<file path="src/rtl/el_trk_pkg.sv">
package el_trk_pkg;

    typedef enum logic [1:0] {
        TS_IDLE  = 2'd0,
        TS_SEEK  = 2'd1,
        TS_TRACK = 2'd2,
        TS_HOLD  = 2'd3
    } trk_state_t;

    typedef enum logic [1:0] {
        LL_BAL  = 2'b00,
        LL_LEAD = 2'b01,
        LL_LAG  = 2'b10
    } ll_t;

endpackage

</file>
<file path="src/rtl/el_pn_window.sv">
module el_pn_window #(
    parameter int              DEG  = 5,
    parameter logic [DEG-1:0]  TAPS = 5'b00101,
    parameter logic [DEG-1:0]  SEED = 5'b00001
) (
    input  logic clk,
    input  logic rst_n,
    input  logic restart,
    input  logic step,
    output logic chip_prev,
    output logic chip_cur,
    output logic chip_next
);

    logic [DEG-1:0] lfsr_q;
    logic [2:0]     win_q;
    logic           fb;

    assign fb = ^(lfsr_q & TAPS);

    always_ff @(posedge clk or negedge rst_n) begin
        if (!rst_n) begin
            lfsr_q <= SEED;
            win_q  <= '0;
        end else if (restart) begin
            lfsr_q <= SEED;
            win_q  <= '0;
        end else if (step) begin
            lfsr_q <= {fb, lfsr_q[DEG-1:1]};
            win_q  <= {win_q[1:0], lfsr_q[0]};
        end
    end

    assign chip_next = win_q[0];
    assign chip_cur  = win_q[1];
    assign chip_prev = win_q[2];

    AST_LFSR_LIVE: assert property (@(posedge clk) disable iff (!rst_n)
        lfsr_q != '0);

endmodule

</file>
<file path="src/rtl/el_corr_window.sv">
module el_corr_window
    import el_trk_pkg::*;
#(
    parameter int WIN_S = 256,
    parameter int DZ    = 2
) (
    input  logic clk,
    input  logic rst_n,
    input  logic clear,
    input  logic take,
    input  logic rx,
    input  logic early,
    input  logic late,
    output logic win_end,
    output ll_t  verdict
);

    localparam int CNT_W = $clog2(WIN_S);
    localparam int ACC_W = CNT_W + 2;
    localparam logic signed [ACC_W-1:0] DZ_HI = ACC_W'(DZ);
    localparam logic signed [ACC_W-1:0] DZ_LO = -DZ_HI;

    logic signed [ACC_W-1:0] acc_q;
    logic signed [ACC_W-1:0] inc;
    logic signed [ACC_W-1:0] total;
    logic        [CNT_W-1:0] cnt_q;
    logic        [ACC_W-1:0] acc_mag;

    always_comb begin
        inc = '0;
        if (early == rx && late != rx)
            inc = ACC_W'(1);
        else if (late == rx && early != rx)
            inc = {ACC_W{1'b1}};
    end

    assign total   = acc_q + inc;
    assign win_end = take && (cnt_q == CNT_W'(WIN_S - 1));

    always_comb begin
        if (total > DZ_HI)
            verdict = LL_LAG;
        else if (total < DZ_LO)
            verdict = LL_LEAD;
        else
            verdict = LL_BAL;
    end

    always_ff @(posedge clk or negedge rst_n) begin
        if (!rst_n) begin
            acc_q <= '0;
            cnt_q <= '0;
        end else if (clear) begin
            acc_q <= '0;
            cnt_q <= '0;
        end else if (take) begin
            if (win_end) begin
                acc_q <= '0;
                cnt_q <= '0;
            end else begin
                acc_q <= total;
                cnt_q <= cnt_q + CNT_W'(1);
            end
        end
    end

    assign acc_mag = acc_q[ACC_W-1] ? -acc_q : acc_q;

    AST_ACC_BOUND: assert property (@(posedge clk) disable iff (!rst_n)
        acc_mag <= {2'b00, cnt_q});

    AST_WIN_RESTART: assert property (@(posedge clk) disable iff (!rst_n)
        win_end |=> (cnt_q == '0));

endmodule

</file>
<file path="src/rtl/el_code_tracker.sv">
module el_code_tracker
    import el_trk_pkg::*;
#(
    parameter int              DEG       = 5,
    parameter logic [DEG-1:0]  TAPS      = 5'b00101,
    parameter logic [DEG-1:0]  SEED      = 5'b00001,
    parameter int              WIN_CHIPS = 64,
    parameter int              DZ        = 2
) (
    input  logic       clk,
    input  logic       rst_n,
    input  logic       smp_stb,
    input  logic       smp_bit,
    input  logic       trk_en,
    input  logic [6:0] init_off,
    output logic       punct_chip,
    output logic [1:0] lead_lag,
    output logic [6:0] tim_off
);

    localparam int P      = (1 << DEG) - 1;
    localparam int L      = 4 * P;
    localparam int OFF_W  = $clog2(L);
    localparam int SEEK_W = $clog2(2 * P + 2);
    localparam int WIN_S  = 4 * WIN_CHIPS;

    trk_state_t        st_q, st_d;
    logic [OFF_W-1:0]  phase_q, off_q;
    logic [SEEK_W-1:0] seek_q;
    ll_t               ll_q;

    logic       c_prev, c_cur, c_next;
    logic       e_rep, l_rep;
    logic       load, proc, pn_step;
    logic       win_end;
    ll_t        verdict;
    logic [1:0] sub, adv;
    logic [2:0] sum3;
    logic [OFF_W:0]   phase_sum;
    logic [OFF_W-1:0] phase_nx, off_up, off_dn;

    // Code generator with a three-chip view around the punctual chip
    el_pn_window #(.DEG(DEG), .TAPS(TAPS), .SEED(SEED)) u_pn (
        .clk       (clk),
        .rst_n     (rst_n),
        .restart   (load),
        .step      (pn_step),
        .chip_prev (c_prev),
        .chip_cur  (c_cur),
        .chip_next (c_next)
    );

    // Replicas two samples either side of the punctual sample
    assign sub   = phase_q[1:0];
    assign e_rep = sub[1] ? c_next : c_cur;
    assign l_rep = sub[1] ? c_cur  : c_prev;

    assign load = (st_q == TS_IDLE) && trk_en;
    assign proc = (st_q == TS_TRACK) && trk_en && smp_stb;

    el_corr_window #(.WIN_S(WIN_S), .DZ(DZ)) u_corr (
        .clk     (clk),
        .rst_n   (rst_n),
        .clear   (load),
        .take    (proc),
        .rx      (smp_bit),
        .early   (e_rep),
        .late    (l_rep),
        .win_end (win_end),
        .verdict (verdict)
    );

    // Sample advance for this strobe: 1 normally, 0 or 2 on a decision
    always_comb begin
        adv = 2'd1;
        if (win_end) begin
            unique case (verdict)
                LL_LAG:  adv = 2'd2;
                LL_LEAD: adv = 2'd0;
                default: adv = 2'd1;
            endcase
        end
    end

    assign sum3      = {1'b0, sub} + {1'b0, adv};
    assign pn_step   = (st_q == TS_SEEK) || (proc && sum3[2]);
    assign phase_sum = {1'b0, phase_q} + (OFF_W + 1)'(adv);
    assign phase_nx  = (phase_sum >= (OFF_W + 1)'(L))
                       ? OFF_W'(phase_sum - (OFF_W + 1)'(L))
                       : OFF_W'(phase_sum);
    assign off_up    = (off_q == OFF_W'(L - 1)) ? '0 : off_q + OFF_W'(1);
    assign off_dn    = (off_q == '0) ? OFF_W'(L - 1) : off_q - OFF_W'(1);

    // State register
    always_ff @(posedge clk or negedge rst_n) begin
        if (!rst_n)
            st_q <= TS_IDLE;
        else
            st_q <= st_d;
    end

    always_comb begin
        st_d = st_q;
        unique case (st_q)
            TS_IDLE:  if (trk_en)               st_d = TS_SEEK;
            TS_SEEK:  if (seek_q == SEEK_W'(1)) st_d = TS_TRACK;
            TS_TRACK: if (!trk_en)              st_d = TS_HOLD;
            TS_HOLD:  if (trk_en)               st_d = TS_TRACK;
        endcase
    end

    // Output and timing registers
    always_ff @(posedge clk or negedge rst_n) begin
        if (!rst_n) begin
            phase_q <= '0;
            off_q   <= '0;
            seek_q  <= '0;
            ll_q    <= LL_BAL;
        end else if (load) begin
            phase_q <= init_off[OFF_W-1:0];
            off_q   <= init_off[OFF_W-1:0];
            seek_q  <= SEEK_W'(init_off >> 2) + SEEK_W'(P + 2);
            ll_q    <= LL_BAL;
        end else if (st_q == TS_SEEK) begin
            seek_q <= seek_q - SEEK_W'(1);
        end else if (proc) begin
            phase_q <= phase_nx;
            if (win_end) begin
                ll_q <= verdict;
                if (verdict == LL_LAG)
                    off_q <= off_up;
                else if (verdict == LL_LEAD)
                    off_q <= off_dn;
            end
        end
    end

    assign punct_chip = c_cur;
    assign lead_lag   = ll_q;
    assign tim_off    = off_q;

    AST_OFF_IN_RANGE: assert property (@(posedge clk) disable iff (!rst_n)
        (off_q < OFF_W'(L)) && (phase_q < OFF_W'(L)));

    AST_HOLD_FROZEN: assert property (@(posedge clk) disable iff (!rst_n)
        (st_q == TS_HOLD) |=> ($stable(off_q) && $stable(phase_q) && $stable(ll_q)));

    AST_SEEK_IGNORES: assert property (@(posedge clk) disable iff (!rst_n)
        (st_q == TS_SEEK) |=> $stable(phase_q));

    AST_OFF_WINDOW_ONLY: assert property (@(posedge clk) disable iff (!rst_n)
        (st_q != TS_IDLE && !win_end) |=> $stable(off_q));

    AST_BAL_KEEPS: assert property (@(posedge clk) disable iff (!rst_n)
        (win_end && verdict == LL_BAL) |=> $stable(off_q));

    AST_LL_CODE: assert property (@(posedge clk) disable iff (!rst_n)
        $onehot0(ll_q));

endmodule

</file>
<file path="config.mk">
export PLATFORM = sky130hd
export DESIGN_NAME = el_code_tracker
export DESIGN_NICKNAME = d
export VERILOG_FILES = /design/src/rtl/el_trk_pkg.sv /design/src/rtl/el_pn_window.sv /design/src/rtl/el_corr_window.sv /design/src/rtl/el_code_tracker.sv
export SDC_FILE = /design/constraint.sdc
export NUM_CORES = 1
export LEC_CHECK = 0
export ABC_AREA = 1
export BUFFER_PORTS_ARGS = -buffer_cell sky130_fd_sc_hd__buf_4
export CAP_MARGIN = 20
export CORE_MARGIN = 5
export CORE_UTILIZATION = 55
export CTS_CLUSTER_DIAMETER = 30
export CTS_CLUSTER_SIZE = 12
export DETAILED_ROUTE_END_ITERATION = 7
export HOLD_SLACK_MARGIN = 0.06
export PLACE_DENSITY = 0.87
export SYNTH_ARGS = -nofsm -noshare
export SYNTH_HDL_FRONTEND = slang
export SYNTH_SLANG_ARGS = --single-unit
</file>
<file path="constraint.sdc">
create_clock -name clk -period 4.4 [get_ports clk]
set_clock_uncertainty 0.15 [all_clocks]
set_input_delay 0.66 -clock clk [delete_from_list [all_inputs] [get_ports clk]]
set_output_delay 0.66 -clock clk [all_outputs]
set_load 0.01 [all_outputs]
</file>
==> results of run 1 <==
## metal layers
metal | global-route usage [%] | part of all wire [%]
met1 | 26.8 | 44
met2 | 36.4 | 50
met3 | 3.72 | 4.0
met4 | 7.14 | 2.5
met5 | 0 | 0
## Yosys cell counts, types with 2 or more instances
cell type and n:
clkbuf_1 5, or2_2 5, nor2_1 41, buf_2 4, nand3_2 11, nand3_4 2, nand4_1 4, nor2_2 3
nand2_4 5, inv_1 57, inv_2 7, xor2_2 2, xnor2_1 4, nand2_1 99, xor2_1 5, nand2_2 8
nand3b_1 3, nor3_1 4, o22ai_1 5, nor2_4 2, dfrtp_1 44, mux2_2 2, nand3_1 43, o21ai_0 37
a21oi_1 17, ha_1 13
## how the worst max path moves through the flow
stage | start | end | slack, ns | cells past startpoint
2_1_floorplan | smp_bit | u_pn.lfsr_q[2]$_DFFE_PN0P_ | 0.12 | 24
3_3_place_gp | smp_bit | u_pn.lfsr_q[1]$_DFFE_PN0P_ | 0.13 | 24
3_5_place_dp | smp_bit | u_pn.win_q[0]$_DFFE_PN0P_ | 0.05 | 23
4_1_cts | phase_q[1]$_DFFE_PN0P_ | u_pn.win_q[0]$_DFFE_PN0P_ | 0.07 | 23
5_1_grt | u_pn.win_q[1]$_DFFE_PN0P_ | u_pn.win_q[0]$_DFFE_PN0P_ | -0.04 | 26
6_report | phase_q[1]$_DFFE_PN0P_ | u_pn.win_q[0]$_DFFE_PN0P_ | 0.28 | 25
## timing repair
action | in CTS | in global routing
gates resized for setup | 0 | 8
buffers inserted | 0 | 4
endpoints found under the hold margin | 0 | 0
endpoints found under the setup margin | 0 | 9
## area by class of cell
class | count | area, um^2 | share of cell area (%)
Clock buffer | 6 | 72.6 | 1.92
Timing Repair Buffer | 32 | 253 | 6.70
Multi-Input combinational cell | 338 | 1960 | 51.9
Tap cell | 75 | 93.8 | 2.49
Inverter | 65 | 256 | 6.80
Clock inverter | 2 | 10.0 | 0.265
Sequential cell | 45 | 1130 | 29.9
## metrics by stage
stage,utilization (%),instances,area [um^2],power (mW),setup WS [ns]
after floorplan,-,459,3380,2.14,0.119
after global placement,61.2,551,3650,2.50,0.132
after detailed placement,61.2,551,3650,2.59,0.0458
after CTS,62.6,559,3730,2.86,0.0737
after global routing,63.4,563,3770,3.20,-0.0438
final,63.4,563,3770,2.90,0.283
## logic make-up (layout without fill, tap and decap cells)
family,after synthesis,count (layout)
AO/OA/AOI/OAI,75,75
adder cells (fa/ha/maj),14,14
AND/OR/NAND/NOR,236,236
flip-flops,45,45
multiplexers,2,2
XOR/XNOR,11,11
buffers and inverters,76,105
## power groups by stage
stage | registers [mW] | logic [mW] | clock network, mW
floorplan | 0.720 | 1.42 | 0
global placement | 0.754 | 1.75 | 0
detailed placement | 0.763 | 1.83 | 0
CTS | 0.757 | 1.84 | 0.259
global route | 0.783 | 2.14 | 0.275
finish | 0.762 | 1.89 | 0.253
## sequential cells by signal (all words and copies together) (netlist names)
| name | count |
|---|---|
| phase_q | 2 |
| u_corr.acc_q | 10 |
| u_corr.cnt_q | 8 |
| st_q | 2 |
| u_pn.lfsr_q | 5 |
| seek_q | 6 |
| u_pn.win_q | 3 |
| lead_lag | 2 |
| tim_off | 7 |
## worst max-delay path, delay by kind of cell (launching register included)
kind / cells / cell delay [ns]
AO/OA/AOI/OAI: 2 / 0.37
XOR/XNOR: 2 / 0.39
adder cells (fa/ha/maj): 4 / 0.94
buffers and inverters: 5 / 0.41
flip-flops: 1 / 0.45
multiplexers: 1 / 0.34
AND/OR/NAND/NOR: 11 / 0.93
==> results.ini, run 1 <==
[floorplanning]
core.rowCount = 28
die_area_um2 = 7820
start_util_pct = 56.8
num_io_pins = 22
die_w_um = 88.4
die_h_um = 88.4
design.core.area_um2 = 5960

[cts]
cts.reportedPaths.clkPinSlew_ns = 0.08
cts_buffers = 5
cts_tree = done
cts_root_buffer = clkbuf_8
clk-insertion-delay-late_ns = 0.30
cts_sinks = 45
htreeDepth = 2
cts_buffer_depth = 2
postCtsHoldBufs = 0

[synth]
synth_top_family_by_area = simple AND/OR/NAND/NOR gates
synth_compound_area_share_pct = 12.9
synth_top_area_share_pct = 32.5
synthDistinctLibCells = 53
synth.cell_area_um2 = 3380
synth-xor-area-share_pct = 3.29
ys.flop_type = dfrtp_1
syn_inst = 459
async_reset_ff_share_pct = 100
netlist_top_cells_area = dfrtp_1 33%, nand2_1 11%, nand3_1 6.4%
synthSimpleGateAreaFrac_pct = 35.2
synth_area_per_cell_um2 = 7.37
ys_ff_latch = 45
synthesis.nets = 485
synth_mux_area_share_pct = 0.665
synth_enable_flop_cells = 0
synthAdderAreaFrac_pct = 5.40
ys_seq_area_share_pct = 33.3
ys_warn_count = 0
synth_top_area_cell = dfrtp_1

[cells_and_area]
fin_nets = 513
layout_commonest_cell = nand2_1
antennaDiodeCount = 0
layout_common_cells = 97 x nand2_1, 57 x inv_1, 43 x nand3_1, 43 x dfrtp_1, 41 x nor2_1
syn_to_final_growth_pct = 11.5
layout-drive-gt1-share_pct = 20.3
fillers = 529

[global_routing]
grt_pass1_wl_um = 13300
first_global_vias = 3077
antenna_found_initial = 0
track_usage_pct = 21.1
grt_overflow = 0
grt_max_degree = 46

[timing]
maxSlewHeadroom_pct = 53.2
finalSetupTns_ns = 0
max_freq_mhz = 243
period_share_pct = 93.6
setup_viol = 0
tightest_slew_ns = 0.684
hold_ws_ns = 0.193
finalCriticalPeriod_ns = 4.12
hold_viol = 0
drv_slew = 0

[critical_path]
r2r_cells = 25
r2r-start = phase_q[1]$_DFFE_PN0P_
critPathSlowestCell = dfrtp_2
start_kind = flop
endpoint_kind = flop
reg2reg_slack_ns = 0.28
arrival_ns = 4.15
cp_max_fo = 8
cpPeakStageDelay_ns = 0.45
required_ns = 4.44
cp_common_cell = nor2_1
worstSetupPathType = flop to flop
r2r-end = u_pn.win_q[0]$_DFFE_PN0P_

[power]
irDropWorstVdd_mv = 0.418
leakagePower_nw = 1.91
sw_frac_of_total_pct = 51.1
pwr-share-seq_pct = 26.2
power.density_nw_per_um2 = 769
p_clk_share_pct = 8.7
p_int_mw = 1.42
power_frac_comb_pct = 65.1
switchingPower_mw = 1.48

[job]
cap_violations = 0

[route]
firstDrtPassIters = 5
drc_errors = 0
viasPerCell = 5.59
final_antenna_net_count = 0
num_vias = 3146
drtIter0Drc = 190
wl_per_cell_um = 13.6
drt-total-wl_um = 7670

[placement]
hpwl_um = 5710
place.gp.congestion = 0.969
io_buffers = 21

[hold_path]
hold_path_class = input pin to asynchronous set/reset pin

[run_status]
status = finished, final reports clean

Power figures use the tool's default switching activity.
==> run 2, diff against run 1 <==
--- a/config.mk
+++ b/config.mk
@@ -15,6 +15,7 @@
 export DETAILED_ROUTE_END_ITERATION = 7
 export HOLD_SLACK_MARGIN = 0.06
 export PLACE_DENSITY = 0.87
+export REMOVE_ABC_BUFFERS = 1
 export SYNTH_ARGS = -nofsm -noshare
 export SYNTH_HDL_FRONTEND = slang
 export SYNTH_SLANG_ARGS = --single-unit
==> results.ini, run 2 (synthesis gave the netlist of run 1 again) <==
[run_status]
status = finished, final reports clean  ; unchanged

[power]
power.density_nw_per_um2 = 777  ; was 769 nW/um^2
sw_frac_of_total_pct = 49.9  ; was 51.1%
p_clk_share_pct = 11.1  ; was 8.7%
power_mw = 2.95  ; was 2.90 mW
switchingPower_mw = 1.47  ; was 1.48 mW
power_frac_comb_pct = 62.9  ; was 65.1%
irDropWorstVdd_mv = 0.452  ; was 0.418 mV
p_int_mw = 1.48  ; was 1.42 mW
leakagePower_nw = 1.91  ; about the same
pwr-share-seq_pct = 26.1  ; was 26.2%

[job]
cap_violations = 0  ; unchanged

[critical_path]
endpoint_kind = flop  ; unchanged
r2r-start = u_pn.win_q[1]$_DFFE_PN0P_  ; was phase_q[1]$_DFFE_PN0P_
r2r-end = u_pn.lfsr_q[1]$_DFFE_PN0P_  ; was u_pn.win_q[0]$_DFFE_PN0P_
required_ns = 4.44  ; about the same
reg2reg_slack_ns = 0.19  ; was 0.28 ns
r2r_cells = 26  ; was 25
cp_max_fo = 8  ; unchanged
worstSetupPathType = flop to flop  ; unchanged
start_kind = flop  ; unchanged
arrival_ns = 4.26  ; was 4.15 ns

[route]
firstDrtPassIters = 5  ; unchanged
wl_per_cell_um = 13.4  ; was 13.6 um
drt-total-wl_um = 7480  ; was 7670 um
final_antenna_net_count = 0  ; unchanged
viasPerCell = 5.59  ; about the same
drc_errors = 0  ; unchanged
num_vias = 3130  ; was 3146
drtIter0Drc = 184  ; was 190

[timing]
period_share_pct = 95.7  ; was 93.6%
hold_viol = 0  ; unchanged
tightest_slew_ns = 0.733  ; was 0.684 ns
drv_slew = 0  ; unchanged
hold_ws_ns = 0.194  ; was 0.193 ns
setup_viol = 0  ; unchanged
finalCriticalPeriod_ns = 4.21  ; was 4.12 ns
max_freq_mhz = 237  ; was 243 MHz
maxSlewHeadroom_pct = 50.9  ; was 53.2%

[cts]
cts_sinks = 45  ; unchanged
clk-insertion-delay-late_ns = 0.31  ; was 0.30 ns
cts_buffers = 5  ; unchanged
cts_buffer_depth = 2  ; unchanged
cts_root_buffer = clkbuf_8  ; unchanged
htreeDepth = 2  ; unchanged
postCtsHoldBufs = 0  ; unchanged
cts.reportedPaths.clkPinSlew_ns = 0.08  ; about the same
cts_tree = done  ; unchanged

[floorplanning]
die_w_um = 88.4  ; unchanged
die_h_um = 88.4  ; unchanged
die_area_um2 = 7820  ; unchanged
design.core.area_um2 = 5960  ; unchanged
num_io_pins = 22  ; unchanged
core.rowCount = 28  ; unchanged
start_util_pct = 56.8  ; unchanged

[cells_and_area]
fillers = 476  ; was 529
layout-drive-gt1-share_pct = 19.8  ; was 20.3%
fin_nets = 510  ; was 513
syn_to_final_growth_pct = 12.1  ; was 11.5%
antennaDiodeCount = 0  ; unchanged
largest_reg_flops = 10  ; unchanged
top_register = u_corr.acc_q  ; unchanged
layout_common_cells = 99 x nand2_1, 57 x inv_1, 43 x nand3_1, 43 x dfrtp_1, 41 x nor2_1  ; was 97 x nand2_1, 57 x inv_1, 43 x nand3_1, 43 x dfrtp_1, 41 x nor2_1
layout_commonest_cell = nand2_1  ; unchanged

[global_routing]
grt_pass1_wl_um = 12700  ; was 13300 um
track_usage_pct = 20.0  ; was 21.1%
grt_overflow = 0  ; unchanged
antenna_found_initial = 0  ; unchanged
first_global_vias = 2919  ; was 3077
grt_max_degree = 46  ; unchanged

[hold_path]
hold_path_class = input pin to asynchronous set/reset pin  ; unchanged

[placement]
place.gp.congestion = 0.924  ; was 0.969
io_buffers = 21  ; unchanged
hpwl_um = 5570  ; was 5710 um

[run 2: cell count changes in the layout (fill, tap and decap cells not counted), moves of 2 or more]
cell / previous run / this run
nand2_1: 97 / 99
clkinv_2: 2 / 0
buf_4: 31 / 28
nand2_2: 10 / 8
[run 2: how the worst max path moves through the flow]
| stage | startpoint | end | slack, ns | cells past startpoint |
|---|---|---|---|---|
| global route | u_pn.win_q[1]$_DFFE_PN0P_ | u_pn.lfsr_q[1]$_DFFE_PN0P_ | -0.04 | 26 |
| finish | u_pn.win_q[1]$_DFFE_PN0P_ | u_pn.lfsr_q[1]$_DFFE_PN0P_ | 0.19 | 26 |
| floorplan | smp_bit | u_pn.lfsr_q[1]$_DFFE_PN0P_ | -0.46 | 21 |
| detailed placement | smp_bit | u_pn.lfsr_q[1]$_DFFE_PN0P_ | -0.009 | 24 |
| CTS | phase_q[1]$_DFFE_PN0P_ | u_pn.lfsr_q[1]$_DFFE_PN0P_ | 0.005 | 24 |
| global placement | smp_bit | u_pn.lfsr_q[1]$_DFFE_PN0P_ | 0.09 | 24 |
[run 2: power by group through the flow]
stage / sequential [mW] / combinational [mW] / clock [mW]
4_1_cts: 0.759 / 1.81 / 0.330
3_5_place_dp: 0.765 / 1.79 / 0
6_report: 0.768 / 1.85 / 0.327
2_1_floorplan: 0.735 / 1.38 / 0
3_3_place_gp: 0.755 / 1.73 / 0
5_1_grt: 0.794 / 2.06 / 0.350
[run 2: cell type report]
type | count | area (um^2) | area share [%]
clock inverters | 2 | 37.5 | 0.989
repair buffers | 29 | 230 | 6.07
inverters | 65 | 256 | 6.76
clock buffers | 6 | 82.6 | 2.18
multi-input cells | 338 | 1970 | 51.8
flip-flops and latches | 45 | 1130 | 29.7
well taps | 75 | 93.8 | 2.47
[run 2: layer usage]
layer	vias to the layer above	GRT usage (%)	wire length, um
li1	1558	-	-
met1	1468	24.5	3190
met2	92	35.3	3850
met3	12	4.10	347
met4	0	6.46	104
met5	-	0	0
[run 2: worst max-delay path: stages (launching register included)]
cell and delay [ns]:
dfrtp_1 0.39, inv_1 0.09, o21ai_2 0.16, xor2_1 0.23
ha_2 0.26, nand2_1 0.11, inv_1 0.07, nor2_1 0.06
ha_1 0.19, inv_1 0.06, nand2_2 0.09, xor2_2 0.20
nor2_1 0.11, nand3_1 0.08, nor2_1 0.11, nand2_1 0.05
nor2_1 0.08, nand3_1 0.13, nand3_4 0.13, nand2_4 0.08
clkinv_8 0.07, ha_1 0.14, inv_1 0.05, fa_1 0.36
o21ai_1 0.14, buf_4 0.15, mux2_2 0.33
[run 2: metrics by stage]
stage | setup TNS (ns) | std cells | setup WS, ns | utilization (%) | cell area [um^2]
after floorplan | -2.53 | 448 | -0.458 | - | 3330
after global placement | 0 | 549 | 0.0929 | 61.0 | 3630
after detailed placement | -0.0151 | 549 | -0.00909 | 61.0 | 3630
after CTS | 0 | 557 | 0.00525 | 63.0 | 3750
after global routing | -0.104 | 560 | -0.0358 | 63.7 | 3790
final | 0 | 560 | 0.187 | 63.7 | 3790
[run 2: what timing repair did]
item,CTS,global route
gates resized for setup,0,9
setup endpoints to repair,0,8
buffers inserted,0,3
